`config.mk`:
```
export PLATFORM = sky130hd
export DESIGN_NAME = cdr_baud_loop
export DESIGN_NICKNAME = d
export VERILOG_FILES = /design/src/rtl/cdr_pkg.sv /design/src/rtl/mm_pd_slice.sv /design/src/rtl/vote_reduce.sv /design/src/rtl/pi_loop_filter.sv /design/src/rtl/cdr_baud_loop.sv
export SDC_FILE = /design/constraint.sdc
export NUM_CORES = 1
export LEC_CHECK = 0
export ABC_AREA = 1
export ABC_CLOCK_PERIOD_IN_PS = 2400
export BUFFER_PORTS_ARGS = -buffer_cell sky130_fd_sc_hd__buf_2
export CAP_MARGIN = 25
export CELL_PAD_IN_SITES_DETAIL_PLACEMENT = 1
export CELL_PAD_IN_SITES_GLOBAL_PLACEMENT = 1
export CORE_UTILIZATION = 45
export DETAILED_ROUTE_END_ITERATION = 16
export PLACE_DENSITY = 0.85
export SYNTH_ARGS = -nofsm -noshare
export SYNTH_HDL_FRONTEND = slang
export SYNTH_SLANG_ARGS = --single-unit
```
`constraint.sdc`:
```
create_clock -name clk -period 2.4 [get_ports clk]
set_clock_uncertainty 0.1 [all_clocks]
set_input_delay 0 -clock clk [delete_from_list [all_inputs] [get_ports clk]]
set_output_delay 0 -clock clk [all_outputs]
set_load 0.05 [all_outputs]
```
`src/rtl/cdr_pkg.sv`:
```
package cdr_pkg;
  // Ternary timing decision: -1, 0 or +1
  typedef logic signed [1:0] tern_t;
  localparam tern_t TERN_NEG  = -2'sd1;
  localparam tern_t TERN_ZERO = 2'sd0;
  localparam tern_t TERN_POS  = 2'sd1;
endpackage

```
`src/rtl/mm_pd_slice.sv`:
```
module mm_pd_slice
  import cdr_pkg::*;
(
  input  logic  d_cur,
  input  logic  e_cur,
  input  logic  d_prv,
  input  logic  e_prv,
  output tern_t pd
);
  logic lead_pos;
  logic lag_pos;

  // Products of +/-1 values reduce to an equality test of the bits
  always_comb begin
    lead_pos = (e_cur == d_prv);
    lag_pos  = (e_prv == d_cur);
    if (lead_pos == lag_pos) pd = TERN_ZERO;
    else if (lead_pos)       pd = TERN_POS;
    else                     pd = TERN_NEG;
  end
endmodule

```
`src/rtl/vote_reduce.sv`:
```
module vote_reduce
  import cdr_pkg::*;
#(
  parameter int LANES = 4
) (
  input  tern_t pd_in [LANES],
  output tern_t vote
);
  localparam int SUM_W = $clog2(LANES + 1) + 1;

  logic signed [SUM_W-1:0] tally;

  always_comb begin
    tally = '0;
    for (int i = 0; i < LANES; i++) begin
      tally = tally + SUM_W'(pd_in[i]);
    end
    if (tally > 0)      vote = TERN_POS;
    else if (tally < 0) vote = TERN_NEG;
    else                vote = TERN_ZERO;
  end
endmodule

```
`src/rtl/pi_loop_filter.sv`:
```
module pi_loop_filter
  import cdr_pkg::*;
#(
  parameter int ACC_W      = 14,
  parameter int FREQ_BITS  = 12,
  parameter int SHIFT_BITS = 3
) (
  input  logic                        clk,
  input  logic                        rst_n,
  input  logic                        en,
  input  tern_t                       vote,
  input  logic [SHIFT_BITS-1:0]       kp_shift,
  input  logic [SHIFT_BITS-1:0]       kf_shift,
  output logic [ACC_W-1:0]            acc_q,
  output logic signed [FREQ_BITS-1:0] freq_q
);
  localparam int FX_W = FREQ_BITS + 1;
  localparam logic signed [FX_W-1:0] F_MAX = FX_W'((1 <<< (FREQ_BITS - 1)) - 1);
  localparam logic signed [FX_W-1:0] F_MIN = -FX_W'(1 <<< (FREQ_BITS - 1));

  logic [ACC_W-1:0]            acc_d;
  logic signed [FREQ_BITS-1:0] freq_d;
  logic signed [FX_W-1:0]      fstep;
  logic signed [FX_W-1:0]      fsum;
  logic [ACC_W-1:0]            pstep;
  logic [ACC_W-1:0]            fext;

  always_comb begin
    fstep = FX_W'(1) <<< kf_shift;
    pstep = ACC_W'(1) << kp_shift;
    fext  = {{(ACC_W - FREQ_BITS){freq_q[FREQ_BITS-1]}}, freq_q};
    acc_d  = acc_q;
    freq_d = freq_q;
    fsum   = {freq_q[FREQ_BITS-1], freq_q};
    if (en) begin
      unique case (vote)
        TERN_POS: begin
          fsum  = {freq_q[FREQ_BITS-1], freq_q} + fstep;
          acc_d = acc_q + pstep + fext;
        end
        TERN_NEG: begin
          fsum  = {freq_q[FREQ_BITS-1], freq_q} - fstep;
          acc_d = acc_q - pstep + fext;
        end
        default: begin
          acc_d = acc_q + fext;
        end
      endcase
      if (fsum > F_MAX)      freq_d = F_MAX[FREQ_BITS-1:0];
      else if (fsum < F_MIN) freq_d = F_MIN[FREQ_BITS-1:0];
      else                   freq_d = fsum[FREQ_BITS-1:0];
    end
  end

  always_ff @(posedge clk or negedge rst_n) begin
    if (!rst_n) begin
      acc_q  <= '0;
      freq_q <= '0;
    end else if (en) begin
      acc_q  <= acc_d;
      freq_q <= freq_d;
    end
  end
endmodule

```
`src/rtl/cdr_baud_loop.sv`:
```
module cdr_baud_loop
  import cdr_pkg::*;
#(
  parameter int LANES      = 4,
  parameter int CODE_BITS  = 6,
  parameter int FRAC_BITS  = 8,
  parameter int FREQ_BITS  = 12,
  parameter int SHIFT_BITS = 3
) (
  input  logic                        clk,
  input  logic                        rst_n,
  input  logic                        loop_en,
  input  logic [LANES-1:0]            smp_d,
  input  logic [LANES-1:0]            smp_e,
  input  logic [SHIFT_BITS-1:0]       kp_shift,
  input  logic [SHIFT_BITS-1:0]       kf_shift,
  output logic [CODE_BITS-1:0]        phase_code,
  output logic signed [FREQ_BITS-1:0] freq_word
);
  localparam int ACC_W = CODE_BITS + FRAC_BITS;

  logic             rst_meta;
  logic             rst_q;
  logic             d_hist;
  logic             e_hist;
  logic [LANES:0]   d_chain;
  logic [LANES:0]   e_chain;
  tern_t            pd_lane [LANES];
  tern_t            vote;
  logic [ACC_W-1:0] acc_q;
  logic signed [FREQ_BITS-1:0] freq_q;

  // Asynchronous assertion, two-stage synchronous release
  always_ff @(posedge clk or negedge rst_n) begin
    if (!rst_n) begin
      rst_meta <= 1'b0;
      rst_q    <= 1'b0;
    end else begin
      rst_meta <= 1'b1;
      rst_q    <= rst_meta;
    end
  end

  // Last sample of the previous accepted group
  always_ff @(posedge clk or negedge rst_q) begin
    if (!rst_q) begin
      d_hist <= 1'b0;
      e_hist <= 1'b0;
    end else if (loop_en) begin
      d_hist <= smp_d[LANES-1];
      e_hist <= smp_e[LANES-1];
    end
  end

  assign d_chain = {smp_d, d_hist};
  assign e_chain = {smp_e, e_hist};

  for (genvar g = 0; g < LANES; g++) begin : g_lane
    mm_pd_slice u_pd (
      .d_cur (d_chain[g+1]),
      .e_cur (e_chain[g+1]),
      .d_prv (d_chain[g]),
      .e_prv (e_chain[g]),
      .pd    (pd_lane[g])
    );
  end

  vote_reduce #(.LANES(LANES)) u_vote (
    .pd_in (pd_lane),
    .vote  (vote)
  );

  pi_loop_filter #(
    .ACC_W      (ACC_W),
    .FREQ_BITS  (FREQ_BITS),
    .SHIFT_BITS (SHIFT_BITS)
  ) u_loop (
    .clk      (clk),
    .rst_n    (rst_q),
    .en       (loop_en),
    .vote     (vote),
    .kp_shift (kp_shift),
    .kf_shift (kf_shift),
    .acc_q    (acc_q),
    .freq_q   (freq_q)
  );

  assign phase_code = acc_q[ACC_W-1 -: CODE_BITS];
  assign freq_word  = freq_q;
endmodule

```
==> results of run 1 <==
routing by layer:
layer  GRT usage, %  GRT overflow
met1           65.0             0
met4           74.7             7
met5           7.45             0
met3           40.7             0
met2           92.4             9
kinds of logic after synthesis:
kind of cell,share of synthesized area [%]
other cells,0.0689
simple gates,34.0
flops,13.8
compound gates,10.9
xor+xnor,3.06
buf+inv,13.3
fa+ha+maj,24.8
what timing repair did:
action / CTS
hold buffers: 4
gates cloned: 2
gates resized for setup: 105
pin swaps: 40
hold endpoints to repair: 4
setup buffers: 32
endpoints found under the setup margin: 26
through the flow:
| stage | TNS (ns) | setup slack, ns | instances | area, µm² | hold slack [ns] |
|---|---|---|---|---|---|
| 4_1_cts | -67.38 | -2.77 | 1244 | 7780 | 0.122 |
| 3_5_place_dp | -55.94 | -2.85 | 1198 | 6960 | -0.304 |
| 3_3_place_gp | -46.84 | -2.33 | 1198 | 6960 | -0.315 |
| 2_1_floorplan | -38.76 | -2.11 | 871 | 5480 | -0.396 |
==> impl_metrics.ini, run 1 <==
[global_routing]
overflow = 16
grt_pass1_wl_um = 62000
grt_usage_pct = 67.1
grt_max_degree = 38
grt_pass1_vias = 10046

[cts]
cts_max_level = 2
cts_buffers = 5
cts_buffer_depth = 2
cts.sinks = 30
cts_root_buf = clkbuf_16

[run_status]
haltStage = global routing (5_1_grt)
error_line = [ERROR GRT-0116] Global routing finished with congestion. Check the congestion regions in the DRC Viewer.
status = aborted with a tool error

[placed_design]
place.port_buffers = 34
hpwl_um = 19800
routabilityCongestion = 0.958

[synthesis]
syn-num-nets = 979
synthCells = 871
yosys_warnings = 0
synth_top_area_cell = nand2_1
synthTopCellsByArea = nand2_1 (16%), ha_1 (14%), dfrtp_1 (14%)
synth_flop_cell = dfrtp_1
synth_commonest_cells = nand2_1 (230), inv_1 (160), nor2_1 (109)
synth.most_common_cell = nand2_1
async_reset_ff_share_pct = 100
ys_seq_elements = 30
syn_avg_cell_area_um2 = 6.24
synth_top_area_share_pct = 15.9
synth_cell_types = 41
synth_seq_area_share_pct = 13.8
netlist_area_um2 = 5440
synth-edff-count = 0

[die]
die_w_um = 112
chipHeight_um = 112
rows = 39
pin_count = 35
start_util_pct = 46.8
==> run 2, diff against run 1 <==
--- a/config.mk
+++ b/config.mk
@@ -9,11 +9,9 @@
 export ABC_CLOCK_PERIOD_IN_PS = 2400
 export BUFFER_PORTS_ARGS = -buffer_cell sky130_fd_sc_hd__buf_2
 export CAP_MARGIN = 25
-export CELL_PAD_IN_SITES_DETAIL_PLACEMENT = 1
-export CELL_PAD_IN_SITES_GLOBAL_PLACEMENT = 1
-export CORE_UTILIZATION = 45
+export CORE_UTILIZATION = 30
 export DETAILED_ROUTE_END_ITERATION = 16
-export PLACE_DENSITY = 0.85
+export PLACE_DENSITY_LB_ADDON = 0.15
 export SYNTH_ARGS = -nofsm -noshare
 export SYNTH_HDL_FRONTEND = slang
 export SYNTH_SLANG_ARGS = --single-unit
==> run 2 against run 1 <==
Against the previous run:
- area after synthesis stayed put
- the flow now finishes, with violations (negative setup slack)
- synthesized cell count stayed put
==> impl_metrics.ini, run 2 <==
[detailed_routing]
wl_met3_um = 257
drt_iter0_markers = 215
vias = 5976
wl_per_cell_um = 13.1
drc = 0
highest_layer = met4
antenna_left = 0
wl_met2_um = 8320
vias_per_cell = 4.53
wl_um = 17400
firstDrtPassIters = 4
m1WireLength_um = 8290

[sta]
finalHoldViolations = 0
fin_crit_sh_pct = 200
fmax_ghz = 0.209
rsz0062_at_grt = true
setup-violations-final = 26
maxSlewViolCount = 0
whs_ns = 0.0996
setup_slack_ns = -2.39
fin_crit_ns = 4.79

[run_status]
status = finished, violations left
violations = negative setup slack

[cts]
worstSkewPairLatency_ns = 0.28
path_clk_slew_ns = 0.05
cts_max_level = 2
tritoncts = built
cts_root_buf = clkbuf_16
cts_buffers = 5
cts_buffer_depth = 2
cts.sinks = 30

[final_layout]
design_area_um2 = 7880
largestRegisters = u_loop.acc_q x14, u_loop.freq_q x12
multi_input_area_um2 = 4250
largest_reg_flops = 14
area_growth_pct = 44.9
layout_commonest_cell = nand2_1
nFillCells = 1832
n_antenna_cell = 0
largest-register = u_loop.acc_q
drive_gt1_share_pct = 29.4
final_cell_mix = nand2_1 (214), buf_4 (180), inv_1 (155)
stdcell_count = 1320
seqCellArea_um2 = 751
final_util_pct = 45.1
nets = 1204

[synthesis]
synthTopCellsByArea = nand2_1 (16%), ha_1 (14%), dfrtp_1 (14%)
yosys_warnings = 0
synth_top_area_cell = nand2_1
synth.most_common_cell = nand2_1
syn-num-nets = 979
async_reset_ff_share_pct = 100
synth_commonest_cells = nand2_1 (230), inv_1 (160), nor2_1 (109)
ys_seq_elements = 30
synth_cell_types = 41
synthCells = 871
synth_top_area_share_pct = 15.9
synth_seq_area_share_pct = 13.8
synth-edff-count = 0
syn_avg_cell_area_um2 = 6.24
synth_flop_cell = dfrtp_1
netlist_area_um2 = 5440

[critical_path]
reg2reg_from = e_hist
crit_path_end_kind = register
critPathRequiredTime_ns = 2.51
cp-start-kind = register
max_stage_delay_ns = 0.55
arrival_ns = 4.91
r2r_setup_slack_ns = -2.39
critPathTopFamily = adder cells
path_max_fanout = 5
cp_slowest_cell = fa_1
crit_type = register to register
ff2ff_path_depth = 29
crit_top_cell = nand2_1
r2r_end = u_loop.freq_q[5]
critPathBufInv = 5

[global_routing]
grt_antenna_before_repair = 0
grt_pass1_vias = 5747
overflow = 0
grt_usage_pct = 19.4
grt_pass1_wl_um = 28000
grt_max_degree = 37

[run]
drv_cap = 0

[hold_path]
hold_start = loop_en
hold_depth = 3
hold_path_end = u_loop.acc_q[4]
worst_hold_path_type = input pin to register

[placed_design]
place_inst = 1288
dpl_cell_area_um2 = 7140
hpwl_um = 14400
routabilityCongestion = 0.872
place.port_buffers = 34

[die]
start_util_pct = 31.1
die_w_um = 137
coreArea_um2 = 17500
rows = 48
chipHeight_um = 137
pin_count = 35
dieArea_um2 = 18700
run 2: worst max path at each step:
stage | startpoint | endpoint | slack [ns] | cells after the start
after detailed placement | d_hist | u_loop.freq_q[10] | -2.35 | 28
after CTS | d_hist | u_loop.freq_q[10] | -2.24 | 28
after floorplan | d_hist | u_loop.freq_q[0] | -2.11 | 28
after global routing | e_hist | u_loop.freq_q[4] | -2.65 | 29
final | e_hist | u_loop.freq_q[5] | -2.39 | 29
after global placement | e_hist | u_loop.freq_q[10] | -2.31 | 28
run 2: what timing repair did:
item	4_1_cts	5_1_grt
cloned	0	3
endpoints found under the hold margin	4	0
hold buffers	4	0
gates resized for setup	17	91
buffers inserted	3	16
pin swaps	0	40
endpoints found under the setup margin	26	26
run 2: per-stage QoR:
stage | worst slack [ns] | setup TNS [ns]
2_1_floorplan | -2.11 | -38.76
3_5_place_dp | -2.35 | -48.23
5_1_grt | -2.65 | -55.23
6_report | -2.39 | -50.05
4_1_cts | -2.24 | -46.60
3_3_place_gp | -2.31 | -47.73
run 2: per-layer routing:
metal	global-route usage, %	vias to the layer above
li1	-	3175
met1	25.2	2711
met2	34.2	64
met3	1.04	26
met4	5.93	0
met5	0	-
run 2: layout make-up:
cell class                 count  share of cell area [%]
sequential                    30                    9.52
tap                          225                    3.57
clock buffer                   6                    1.76
multi-input combinational    660                    53.9
timing repair buffer         235                    23.3
inverter                     164                    7.94
run 2: worst register-to-register path: cells and delay by family (launching register included):
kind            cells  cell delay [ns]
fa+ha+maj           6             2.10
simple gates       14             1.11
compound gates      3             0.59
flops               1             0.38
buf+inv             5             0.31
xor+xnor            1             0.16
run 2: cell families (layout without fill, tap and decap cells):
kind of cell	after synthesis	in the layout	synth area share, %
flip-flops	30	30	13.8
other	1	1	0.0689
adder cells (fa/ha/maj)	91	91	24.8
AO/OA/AOI/OAI	108	108	10.9
AND/OR/NAND/NOR	441	441	34.0
XOR/XNOR	19	19	3.06
buffers and inverters	181	405	13.3
Power of run 2 is not shown: default switching activity piles up to over one toggle a cycle in this logic, so the estimate is an artifact.
